--- src/rtl/uart_rx_pkg.sv ---
package uart_rx_pkg;
  localparam int RX_DATA_W = 8;
  localparam int RX_MIN_LEN = 5;

  typedef enum logic [2:0] {
    S_IDLE,
    S_START,
    S_DATA,
    S_PAR,
    S_STOP
  } rx_state_e;

  typedef struct packed {
    logic [RX_DATA_W-1:0] data;
    logic                 perr;
    logic                 ferr;
    logic                 brk;
  } rx_word_t;
endpackage

--- src/rtl/uart_rx_sync.sv ---
module uart_rx_sync #(
  parameter int STAGES = 2
) (
  input  logic clk,
  input  logic rst,
  input  logic din,
  output logic dout
);
  logic [STAGES-1:0] chain;

  always_ff @(posedge clk) begin
    if (rst) chain <= '1;
    else     chain <= {chain[STAGES-2:0], din};
  end

  assign dout = chain[STAGES-1];
endmodule

--- src/rtl/uart_rx_core.sv ---
module uart_rx_core
  import uart_rx_pkg::*;
#(
  parameter int OSR = 16
) (
  input  logic       clk,
  input  logic       rst,
  input  logic       tick,
  input  logic       rx,
  input  logic [1:0] word_len,
  input  logic       parity_en,
  input  logic       parity_odd,
  output logic       done,
  output rx_word_t   word
);
  localparam int CW = $clog2(OSR);
  localparam int NW = $clog2(RX_DATA_W + 1);
  localparam logic [CW-1:0] MID  = CW'(OSR / 2 - 1);
  localparam logic [CW-1:0] LAST = CW'(OSR - 1);

  rx_state_e            state;
  logic [CW-1:0]        cnt;
  logic [NW-1:0]        bit_idx;
  logic [RX_DATA_W-1:0] shreg;
  logic                 par_bit;
  logic                 armed;
  logic [NW-1:0]        nbits;
  logic [RX_DATA_W-1:0] aligned;
  logic                 slot_end;

  assign nbits    = NW'(RX_MIN_LEN) + NW'(word_len);
  assign aligned  = shreg >> (NW'(RX_DATA_W) - nbits);
  assign slot_end = tick && (cnt == LAST);

  always_ff @(posedge clk) begin
    if (rst) begin
      state   <= S_IDLE;
      cnt     <= '0;
      bit_idx <= '0;
      shreg   <= '0;
      par_bit <= 1'b0;
      armed   <= 1'b0;
      done    <= 1'b0;
      word    <= '0;
    end else begin
      done <= 1'b0;
      case (state)
        S_IDLE: begin
          if (tick) begin
            if (armed && !rx) begin
              state <= S_START;
              cnt   <= '0;
              armed <= 1'b0;
            end else if (rx) begin
              armed <= 1'b1;
            end
          end
        end
        S_START: begin
          if (tick) begin
            if (cnt == MID) begin
              cnt <= '0;
              if (!rx) begin
                state   <= S_DATA;
                bit_idx <= '0;
                par_bit <= 1'b0;
              end else begin
                state <= S_IDLE;
              end
            end else begin
              cnt <= cnt + 1'b1;
            end
          end
        end
        S_DATA: begin
          if (slot_end) begin
            cnt   <= '0;
            shreg <= {rx, shreg[RX_DATA_W-1:1]};
            if (bit_idx == nbits - 1'b1) state <= parity_en ? S_PAR : S_STOP;
            else                         bit_idx <= bit_idx + 1'b1;
          end else if (tick) begin
            cnt <= cnt + 1'b1;
          end
        end
        S_PAR: begin
          if (slot_end) begin
            cnt     <= '0;
            par_bit <= rx;
            state   <= S_STOP;
          end else if (tick) begin
            cnt <= cnt + 1'b1;
          end
        end
        S_STOP: begin
          if (slot_end) begin
            cnt        <= '0;
            state      <= S_IDLE;
            done       <= 1'b1;
            word.data  <= aligned;
            word.perr  <= parity_en & (^aligned ^ par_bit ^ parity_odd);
            word.ferr  <= !rx;
            word.brk   <= !rx && (aligned == '0) && !par_bit;
          end else if (tick) begin
            cnt <= cnt + 1'b1;
          end
        end
        default: state <= S_IDLE;
      endcase
    end
  end
endmodule

--- src/rtl/uart_rx_holding.sv ---
module uart_rx_holding
  import uart_rx_pkg::*;
(
  input  logic                 clk,
  input  logic                 rst,
  input  logic                 load,
  input  rx_word_t             word,
  input  logic                 rd_stb,
  input  logic                 irq_en,
  output logic [RX_DATA_W-1:0] rd_data,
  output logic [4:0]           status,
  output logic                 irq
);
  logic       ready_n, ovr_n, take;
  logic [2:0] tags_n;

  always_comb begin
    ready_n = status[0];
    ovr_n   = status[1];
    tags_n  = status[4:2];
    take    = 1'b0;
    if (load) begin
      if (!status[0] || rd_stb) begin
        take    = 1'b1;
        ready_n = 1'b1;
        ovr_n   = 1'b0;
        tags_n  = {word.brk, word.ferr, word.perr};
      end else begin
        ovr_n = 1'b1;
      end
    end else if (rd_stb) begin
      ready_n = 1'b0;
      ovr_n   = 1'b0;
      tags_n  = '0;
    end
  end

  always_ff @(posedge clk) begin
    if (rst) begin
      rd_data <= '0;
      status  <= '0;
      irq     <= 1'b0;
    end else begin
      if (take) rd_data <= word.data;
      status <= {tags_n, ovr_n, ready_n};
      irq    <= ready_n & irq_en;
    end
  end
endmodule

--- src/rtl/uart_rx_hold.sv ---
module uart_rx_hold
  import uart_rx_pkg::*;
#(
  parameter int OSR         = 16,
  parameter int SYNC_STAGES = 2
) (
  input  logic                 clk,
  input  logic                 rst,
  input  logic                 tick16,
  input  logic                 rxd,
  input  logic [1:0]           word_len,
  input  logic                 parity_en,
  input  logic                 parity_odd,
  input  logic                 irq_en,
  input  logic                 rd_stb,
  output logic [RX_DATA_W-1:0] rd_data,
  output logic [4:0]           status,
  output logic                 irq
);
  logic     rx_s;
  logic     frame_done;
  rx_word_t frame_word;

  uart_rx_sync #(.STAGES(SYNC_STAGES)) u_sync (
    .clk(clk), .rst(rst), .din(rxd), .dout(rx_s)
  );

  uart_rx_core #(.OSR(OSR)) u_core (
    .clk(clk), .rst(rst), .tick(tick16), .rx(rx_s),
    .word_len(word_len), .parity_en(parity_en), .parity_odd(parity_odd),
    .done(frame_done), .word(frame_word)
  );

  uart_rx_holding u_hold (
    .clk(clk), .rst(rst), .load(frame_done), .word(frame_word),
    .rd_stb(rd_stb), .irq_en(irq_en),
    .rd_data(rd_data), .status(status), .irq(irq)
  );
endmodule

--- config.mk ---
export PLATFORM = sky130hd
export DESIGN_NAME = uart_rx_hold
export DESIGN_NICKNAME = d
export VERILOG_FILES = /design/src/rtl/uart_rx_pkg.sv /design/src/rtl/uart_rx_sync.sv /design/src/rtl/uart_rx_core.sv /design/src/rtl/uart_rx_holding.sv /design/src/rtl/uart_rx_hold.sv
export SDC_FILE = /design/constraint.sdc
export NUM_CORES = 1
export LEC_CHECK = 0
export ABC_AREA = 1
export CORE_MARGIN = 8
export CORE_UTILIZATION = 63
export CTS_BUF_LIST = sky130_fd_sc_hd__clkbuf_8
export DETAILED_ROUTE_END_ITERATION = 16
export PLACE_DENSITY_LB_ADDON = 0.08
export SYNTH_ARGS = -nofsm -noshare
export SYNTH_HDL_FRONTEND = slang
export SYNTH_HIERARCHICAL = 1
export SYNTH_SLANG_ARGS = --single-unit
--- constraint.sdc ---
create_clock -name clk -period 7.9 [get_ports clk]
set_clock_uncertainty 0.05 [all_clocks]
set_input_delay 2.37 -clock clk [delete_from_list [all_inputs] [get_ports clk]]
set_output_delay 2.37 -clock clk [all_outputs]
set_load 0.1 [all_outputs]
==> results of run 1 <==
[metal layers]
layer	global-route usage (%)	vias to the layer above	share of wire [%]
met2	29.25	48	48
met5	0	-	0
li1	-	1167	-
met3	4.402	11	5.0
met4	6.852	0	1.8
met1	19.53	987	45
[layout make-up]
cell class,count,area (um2),share of cell area [%]
multi-input combinational,245,1325,46.57
timing repair buffer,23,230.2,8.091
clock buffer,6,82.58,2.902
clock inverter,2,13.76,0.4837
inverter,40,150.1,5.277
sequential,49,980.9,34.48
tap,50,62.56,2.199
[synthesized netlist by cell type (all sizes together)]
library cell / number / area share [%]
o211ai: 2 / 0.60
ha: 8 / 4.0
nor3: 3 / 0.60
inv: 40 / 6.0
xor2: 4 / 1.4
dfxtp: 49 / 39
nor4: 2 / 0.50
o2111ai: 1 / 0.35
nand3: 26 / 5.7
a21oi: 35 / 7.4
nor2: 43 / 7.8
xnor2: 5 / 1.7
a31oi: 3 / 0.75
nand3b: 8 / 2.4
clkbuf: 3 / 0.60
o21ai: 30 / 6.3
buf: 4 / 1.4
mux2i: 3 / 1.2
o22ai: 1 / 0.25
nand2: 67 / 11
and2: 1 / 0.25
nand4: 3 / 0.75
[worst paths after layout]
path                                     start                     endpoint  cells after the start
setup / recovery                   word_len[0]  u_core/word[2]$_SDFFE_PP0P_                     13
hold / removal      u_sync/chain[0]$_SDFF_PP1_   u_sync/chain[1]$_SDFF_PP1_                      2
setup reg to reg  u_core/shreg[7]$_SDFFE_PP0P_  u_core/word[2]$_SDFFE_PP0P_                      9
hold reg to reg     u_sync/chain[0]$_SDFF_PP1_   u_sync/chain[1]$_SDFF_PP1_                      2
[metrics by stage]
| step | power [W] | utilization (%) | setup WS (ns) | instance area (um2) | hold WS [ns] |
|---|---|---|---|---|---|
| floorplan | 0.0002883 | - | 3.610 | 2506 | 0.3365 |
| global placement | 0.0003000 | 70.24 | 2.671 | 2749 | 0.3504 |
| detailed placement | 0.0003015 | 70.24 | 2.453 | 2749 | 0.3558 |
| CTS | 0.0004514 | 72.70 | 2.721 | 2845 | 0.3794 |
| global route | 0.0004695 | 72.70 | 2.549 | 2845 | 0.4028 |
| finish | 0.0004452 | 72.70 | 2.722 | 2845 | 0.3750 |
[report_power, final]
group | switching [W] | internal [W] | total (W)
clock | 0.0000781 | 0.0000710 | 0.000149
combinational | 0.0000285 | 0.0000190 | 0.0000475
sequential | 0.000000829 | 0.000248 | 0.000249
total | 0.000107 | 0.000338 | 0.000445
[worst max-delay path: cells and delay by family]
family	cells	cell delay, ns
compound gates	2	0.40
xor+xnor	3	0.52
buf+inv	3	1.07
simple gates	3	0.32
fa+ha+maj	2	0.65
[state kept, by name, indices dropped and copies added, names as in the netlist]
name / flops
u_core/armed: 1
u_core/bit_idx: 4
u_core/cnt: 4
u_core/done: 1
u_core/par_bit: 1
u_core/shreg: 8
u_core/state: 3
u_core/word: 11
u_hold/irq: 1
u_hold/rd_data: 8
u_hold/status: 5
u_sync/chain: 2
[cells by family after synthesis]
kind of cell    after synthesis  share of synthesized area, %
mux                           3                         1.198
xor+xnor                      9                         3.145
compound gates               72                         15.68
flops                        49                         39.14
fa+ha+maj                     8                         3.994
simple gates                153                         28.86
buf+inv                      47                         7.988
==> flow_summary.toml, run 1 <==
[run_status]
status = "finished, final reports clean"

[timing]
worst_pin_slew_ns = 0.9679
fmax_mhz = 193.1
final_hold_viol_count = 0
finalSetupViolCount = 0
slew-limit-headroom_pct = 35.27
drv_slew = 0
finalSetupTns_ns = 0
rsz0062_at_grt = "false"
finalCriticalPeriod_ns = 5.179
finalCritPeriodShare_pct = 65.55

[detailed_routing]
wl_per_cell_um = 12.11
vias_per_cell = 5.333
finalWirelength_um = 5024
ant_nets = 0
drc = 0
drtIter0Drc = 155
vias = 2213
dr.pass1.iters = 4

[clocking]
hold_buffers = 0
clk_latency_ns = 0.29
ctsHtreeMaxLevel = 2
clock-sinks = 49
post_cts_buffers = 0
numCtsBuffers = 5
cts_resized = 0
cts.clk_slew.worst_paths_ns = 0.08
cts-root-buf = "clkbuf_8"
cts_tree = "built"
clk_path_buf_depth = 2

[global_routing]
antenna_found_initial = 0
grt_pass1_wl_um = 8756
grt_pass1_vias = 2068
grt_max_degree = 23
overflow = 0
grt_util_all_layers_pct = 16.99

[die]
core_mm2 = 0.003914
die_h_um = 79.07
dieArea_mm2 = 0.006252
num_rows = 23
initial_utilization_pct = 64.03
ios = 24
die_w_um = 79.07

[place]
gp_congestion = 0.9578
dp_cells = 407
hpwl_um = 3821
io_buffers = 23

[yosys]
syn_inst = 341
synthDistinctLibCells = 33
yosys_warnings = 6
syn_nets = 359
ys_seq_area_share_pct = 39.14
netlist_area_mm2 = 0.002506
synth.avg_cell_area_um2 = 7.349
ys_ff_latch = 49

[worst_hold_path]
hold_class = "flip-flop to flip-flop"

[finish]
syn2layout_area_growth_pct = 13.53
final_cell_count_no_fill = 415
diodes = 0
drive_above_1_share_pct = 10.68
layout.nets = 382
final_common_cell = "nand2_1"
nFillCells = 338
final_cell_mix = "nand2_1, dfxtp_1, nor2_1"

[job]
maxCapViolCount = 0

[worst_setup_path]
end_kind = "flip-flop"
startpoint_type = "input pin"
crit_chain = "clkdlybuf4s50_1 > ha_1 > inv_1 > nand2_1 > nand2_1 > inv_1 > o211ai_1 > ha_1 > xnor2_1 > xnor2_1 > xor2_1 > nand2_1 > a21oi_1"
cpMostUsedCell = "nand2_1"
path_max_fanout = 14
rrSetupSlack_ns = 5.85
cp.required_ns = 8.06
critPathKind = "input pin to flip-flop"
critPathMaxStageDelay_ns = 0.81
slowest_stage = "clkdlybuf4s50_1"
cp.arrival_ns = 5.34

[pwr]
p_leak_nw = 1.132
max-vdd-ir-drop_mv = 0.1102
power.density_mw_per_mm2 = 156.5
No activity file was read; power rests on OpenSTA's default activity.
==> run 2: changes to the inputs <==
--- a/config.mk
+++ b/config.mk
@@ -7,7 +7,7 @@
 export LEC_CHECK = 0
 export ABC_AREA = 1
 export CORE_MARGIN = 8
-export CORE_UTILIZATION = 63
+export CORE_UTILIZATION = 59
 export CTS_BUF_LIST = sky130_fd_sc_hd__clkbuf_8
 export DETAILED_ROUTE_END_ITERATION = 16
 export PLACE_DENSITY_LB_ADDON = 0.08
==> constraint.sdc (replaced) <==
create_clock -name clk -period 4.8 [get_ports clk]
set_clock_uncertainty 0.05 [all_clocks]
set_input_delay 1.44 -clock clk [delete_from_list [all_inputs] [get_ports clk]]
set_output_delay 1.44 -clock clk [all_outputs]
set_load 0.1 [all_outputs]
==> run 2 against run 1 <==
Compared with the run above:
- sequential cell count unchanged
- core utilization down 1.6 points
- first-iteration DRC count unchanged
- wire length is 5.5% higher
- non-clock buffer count is 2 higher
- register-to-register slack worse by 3.1 ns
- die area grew 5.4%
- critical endpoint unchanged
==> flow_summary.toml, run 2 (synthesis gave the netlist of run 1 again) <==
[timing]
drv_slew = 0
finalSetupTns_ns = 0
final_hold_viol_count = 0
worst_pin_slew_ns = 0.9786
finalCritPeriodShare_pct = 78.16
finalSetupViolCount = 0
finalCriticalPeriod_ns = 3.752
setup_ws_ns = 1.048
fmax_mhz = 266.5
slew-limit-headroom_pct = 34.56
rsz0062_at_grt = "false"

[die]
initial_utilization_pct = 61.76
die_w_um = 81.18
ios = 24
num_rows = 23
core_mm2 = 0.004058
dieArea_mm2 = 0.006589
die_h_um = 81.18

[finish]
top_regs = "u_core/word (11), u_core/shreg (8), u_hold/rd_data (8)"
final_cell_count_no_fill = 417
drive_above_1_share_pct = 11.17
syn2layout_area_growth_pct = 15.08
final_cell_mix = "nand2_1, dfxtp_1, nor2_1"
registers.top_by_ff_count = "u_core/word"
diodes = 0
layout.nets = 384
largest_reg_flops = 11
final_common_cell = "nand2_1"

[pwr]
p_leak_nw = 1.148
max-vdd-ir-drop_mv = 0.1329
p_sw_share_pct = 23.60
seqPwrFrac_pct = 51.3
netSwitchingPower_w = 0.0001883
power_frac_clock_pct = 38.8
comb_power_share_pct = 10.0
internal_power_w = 0.0006099
power.density_mw_per_mm2 = 276.8

[global_routing]
grt_max_degree = 22
antenna_found_initial = 0
grt_pass1_vias = 2041
overflow = 0
grt_pass1_wl_um = 8928
grt_util_all_layers_pct = 16.82

[place]
dp_cells = 409
gp_congestion = 0.9166
pre_cts_ws_ns = 0.7739
hpwl_um = 3936
io_buffers = 23

[job]
maxCapViolCount = 0

[clocking]
clk_latency_ns = 0.30
cts.clk_slew.worst_paths_ns = 0.09
hold_buffers = 0
cts-root-buf = "clkbuf_8"
numCtsBuffers = 5
ctsHtreeMaxLevel = 2
post_cts_buffers = 0
clock-sinks = 49
cts_resized = 0
clk_path_buf_depth = 2
cts_tree = "built"

[detailed_routing]
ant_nets = 0
drc = 0
finalWirelength_um = 5298
drtIter0Drc = 155
vias_per_cell = 5.417
dr.pass1.iters = 4
wl_per_cell_um = 12.71
vias = 2259

[worst_setup_path]
crit_start = "word_len[0]"
rrSetupSlack_ns = 2.74
end_kind = "flip-flop"
reg2reg_from = "u_core/shreg[7]$_SDFFE_PP0P_"
cp.arrival_ns = 3.94
cp.required_ns = 4.99
reg2reg_depth = 9
rr_endpoint = "u_core/word[2]$_SDFFE_PP0P_"
crit_end = "u_core/word[2]$_SDFFE_PP0P_"
startpoint_type = "input pin"
path_max_fanout = 6
critPathKind = "input pin to flip-flop"

[worst_hold_path]
hold_class = "flip-flop to flip-flop"

[run_status]
status = "finished, final reports clean"
run 2: cell types whose count changed in the layout (fill, tap and decap cells not counted):
cell	change
bufinv_16	+1
clkinv_4	-1
clkinvlp_4	+1
buf_4	+2
clkinv_2	-1
run 2: power groups by stage:
| stage | Combinational [W] | Clock, W | Sequential, W |
|---|---|---|---|
| floorplan | 0.0000560 | 0 | 0.000418 |
| global placement | 0.0000761 | 0 | 0.000419 |
| detailed placement | 0.0000782 | 0 | 0.000419 |
| CTS | 0.0000787 | 0.000318 | 0.000409 |
| global route | 0.0000895 | 0.000334 | 0.000410 |
| finish | 0.0000795 | 0.000309 | 0.000409 |
run 2: worst min path at each step:
stage                                       endpoint  slack [ns]  cells after the start                  startpoint
after CTS                 u_sync/chain[1]$_SDFF_PP1_        0.40                      2  u_sync/chain[0]$_SDFF_PP1_
final                     u_sync/chain[1]$_SDFF_PP1_        0.40                      2  u_sync/chain[0]$_SDFF_PP1_
after global placement    u_sync/chain[1]$_SDFF_PP1_        0.35                      2  u_sync/chain[0]$_SDFF_PP1_
after floorplan           u_sync/chain[1]$_SDFF_PP1_        0.34                      2  u_sync/chain[0]$_SDFF_PP1_
after global routing      u_sync/chain[1]$_SDFF_PP1_        0.43                      2  u_sync/chain[0]$_SDFF_PP1_
after detailed placement  u_sync/chain[1]$_SDFF_PP1_        0.35                      2  u_sync/chain[0]$_SDFF_PP1_
run 2: metal layers:
layer | track usage (%) | part of all wire, % | wire length, um | vias to the layer above
met4 | 6.071 | 1.1 | 57 | 0
li1 | - | - | - | 1173
met2 | 27.35 | 47 | 2495 | 47
met5 | 0 | 0 | 0 | -
met1 | 20.84 | 46 | 2428 | 1035
met3 | 4.525 | 6.0 | 316 | 4
run 2: final cells by class:
type | count | area, um2
Clock buffer | 6 | 82.58
Fill cell | 371 | 1174
Sequential cell | 49 | 980.9
Clock inverter | 2 | 37.54
Multi-Input combinational cell | 245 | 1325
Inverter | 40 | 150.1
Timing Repair Buffer | 25 | 245.2
Tap cell | 50 | 62.56
run 2: stage by stage:
stage / hold WS [ns] / power, W / util (%) / instance area [um2]
after floorplan: 0.3365 / 0.0004744 / - / 2506
after detailed placement: 0.3538 / 0.0004970 / 68.12 / 2764
final: 0.4029 / 0.0007982 / 71.08 / 2884
after global placement: 0.3527 / 0.0004949 / 68.12 / 2764
after global routing: 0.4332 / 0.0008331 / 71.08 / 2884
after CTS: 0.4020 / 0.0008059 / 71.08 / 2884
run 2: worst max-delay path, cell delays in order:
cell and delay [ns]:
clkdlybuf4s50_1 0.42, ha_1 0.35, inv_1 0.13, nand2_1 0.08, nand2_1 0.16, inv_1 0.13
o211ai_1 0.26, ha_1 0.29, xnor2_1 0.20, xnor2_1 0.16, xor2_1 0.15, nand2_1 0.06
a21oi_1 0.11
==> run 3: changes to the inputs <==
--- a/config.mk
+++ b/config.mk
@@ -7,7 +7,7 @@
 export LEC_CHECK = 0
 export ABC_AREA = 1
 export CORE_MARGIN = 8
-export CORE_UTILIZATION = 59
+export CORE_UTILIZATION = 53
 export CTS_BUF_LIST = sky130_fd_sc_hd__clkbuf_8
 export DETAILED_ROUTE_END_ITERATION = 16
 export PLACE_DENSITY_LB_ADDON = 0.08
==> constraint.sdc (replaced) <==
create_clock -name clk -period 3.17 [get_ports clk]
set_clock_uncertainty 0.05 [all_clocks]
set_input_delay 0.951 -clock clk [delete_from_list [all_inputs] [get_ports clk]]
set_output_delay 0.951 -clock clk [all_outputs]
set_load 0.1 [all_outputs]
==> run 3 against run 2 <==
Compared with the run above:
- non-clock buffer count grew 15
- critical path depth is 1 higher
- sequential cell count did not move
- combinational power rose by 81%
- final cell count up 4.6%
- total power grew 54%
- die area increased by 9.0%
- worst setup slack got worse by 0.66 ns
- first-iteration DRC count shrank 37%
==> flow_summary.toml, run 3 (synthesis gave the netlist of run 1 again) <==
[run_status]
status = "finished, final reports clean"

[clocking]
ctsHtreeMaxLevel = 2
clock-sinks = 49
clk_latency_ns = 0.30
cts-root-buf = "clkbuf_8"
clk_path_buf_depth = 2
numCtsBuffers = 5
cts_resized = 0
cts.clk_slew.worst_paths_ns = 0.09
cts_tree = "built"
hold_buffers = 0
post_cts_buffers = 0

[detailed_routing]
drtIter0Drc = 97
finalWirelength_um = 5231
dr.pass1.iters = 4
wl_per_cell_um = 12.00
ant_nets = 0
drc = 0
vias = 2290
vias_per_cell = 5.252

[timing]
finalCritPeriodShare_pct = 87.67
finalSetupViolCount = 0
finalCriticalPeriod_ns = 2.779
slew-limit-headroom_pct = 65.61
rsz0062_at_grt = "false"
fmax_mhz = 359.8
whs_ns = 0.3710
worst_pin_slew_ns = 0.5152
drv_slew = 0
final_hold_viol_count = 0

[die]
core_mm2 = 0.004629
die_h_um = 84.77
num_rows = 25
die_w_um = 84.77
dieArea_mm2 = 0.007185
initial_utilization_pct = 54.14
ios = 24

[global_routing]
overflow = 0
antenna_found_initial = 0
grt_util_all_layers_pct = 14.67
grt_pass1_vias = 2083
grt_pass1_wl_um = 8873
grt_max_degree = 22

[finish]
top_regs = "u_core/word (11), u_core/shreg (8), u_hold/rd_data (8)"
final_cell_mix = "nand2_1, dfxtp_1, nor2_1"
diodes = 0
layout.nets = 399
drive_above_1_share_pct = 18.85
final_common_cell = "nand2_1"
largest_reg_flops = 11
syn2layout_area_growth_pct = 19.52
final_cell_count_no_fill = 436
registers.top_by_ff_count = "u_core/word"

[pwr]
power.density_mw_per_mm2 = 410.0
p_leak_nw = 1.267
max-vdd-ir-drop_mv = 0.2255

[worst_setup_path]
startpoint_type = "input pin"
cp.required_ns = 3.36
cp.arrival_ns = 2.96
critPathKind = "input pin to flip-flop"
path_max_fanout = 4
end_kind = "flip-flop"

[place]
io_buffers = 23
gp_congestion = 0.9167
dp_cells = 428
hpwl_um = 4020

[job]
maxCapViolCount = 0

[worst_hold_path]
hold_class = "flip-flop to flip-flop"
run 3: area by class of cell:
type,instances,area (um2)
multi-input combinational,245,1345
timing repair buffer,40,331.6
fill,426,1634
clock buffer,6,82.58
inverter,40,150.1
clock inverter,2,37.54
tap,54,67.56
sequential,49,980.9
run 3: routing by layer:
| layer | routed length, um | vias to the layer above | share of wire, % | GRT usage [%] |
|---|---|---|---|---|
| met5 | 0 | - | 0 | 0 |
| met4 | 57 | 0 | 1.1 | 4.207 |
| met3 | 263 | 6 | 5.0 | 3.610 |
| met2 | 2561 | 52 | 49 | 26.63 |
| met1 | 2349 | 1027 | 45 | 16.42 |
| li1 | - | 1205 | - | - |
run 3: metrics by stage:
| stage | utilization [%] | power, W | worst slack, ns | instance area [um2] | setup TNS [ns] |
|---|---|---|---|---|---|
| after global placement | 61.49 | 0.0007711 | -0.1504 | 2846 | -0.1504 |
| after floorplan | - | 0.0007184 | 0.2989 | 2506 | 0 |
| after global routing | 64.70 | 0.001284 | 0.2802 | 2995 | 0 |
| after detailed placement | 61.49 | 0.0007735 | -0.2347 | 2846 | -0.2733 |
| final | 64.70 | 0.001228 | 0.3907 | 2995 | 0 |
| after CTS | 64.08 | 0.001239 | 0.06932 | 2967 | 0 |
run 3: final timing paths:
path | from | endpoint | slack (ns) | depth (start not counted)
worst max-delay path | word_len[0] | u_core/word[2]$_SDFFE_PP0P_ | 0.39 | 14
worst min-delay path | u_sync/chain[0]$_SDFF_PP1_ | u_sync/chain[1]$_SDFF_PP1_ | 0.37 | 2
worst max register to register | u_core/shreg[7]$_SDFFE_PP0P_ | u_core/word[2]$_SDFFE_PP0P_ | 1.15 | 9
worst min register to register | u_sync/chain[0]$_SDFF_PP1_ | u_sync/chain[1]$_SDFF_PP1_ | 0.37 | 2
run 3: power breakdown:
group / switching [W] / leakage [nW] / internal (W)
Combinational: 0.0000749 / 0.815 / 0.0000696
Sequential: 0.00000195 / 0.395 / 0.000618
Clock: 0.000207 / 0.0574 / 0.000257
Total: 0.000284 / 1.27 / 0.000944
run 3: worst max-delay path: stages:
cell and delay [ns]:
dlymetal6s2s_1 0.17, ha_4 0.29, inv_1 0.05, nand2_1 0.08, nand2_1 0.08, buf_4 0.15, nand2_1 0.06, nand3_1 0.09
ha_1 0.35, xnor2_2 0.15, xnor2_1 0.20, xor2_1 0.16, nand2_1 0.07, a21oi_1 0.11
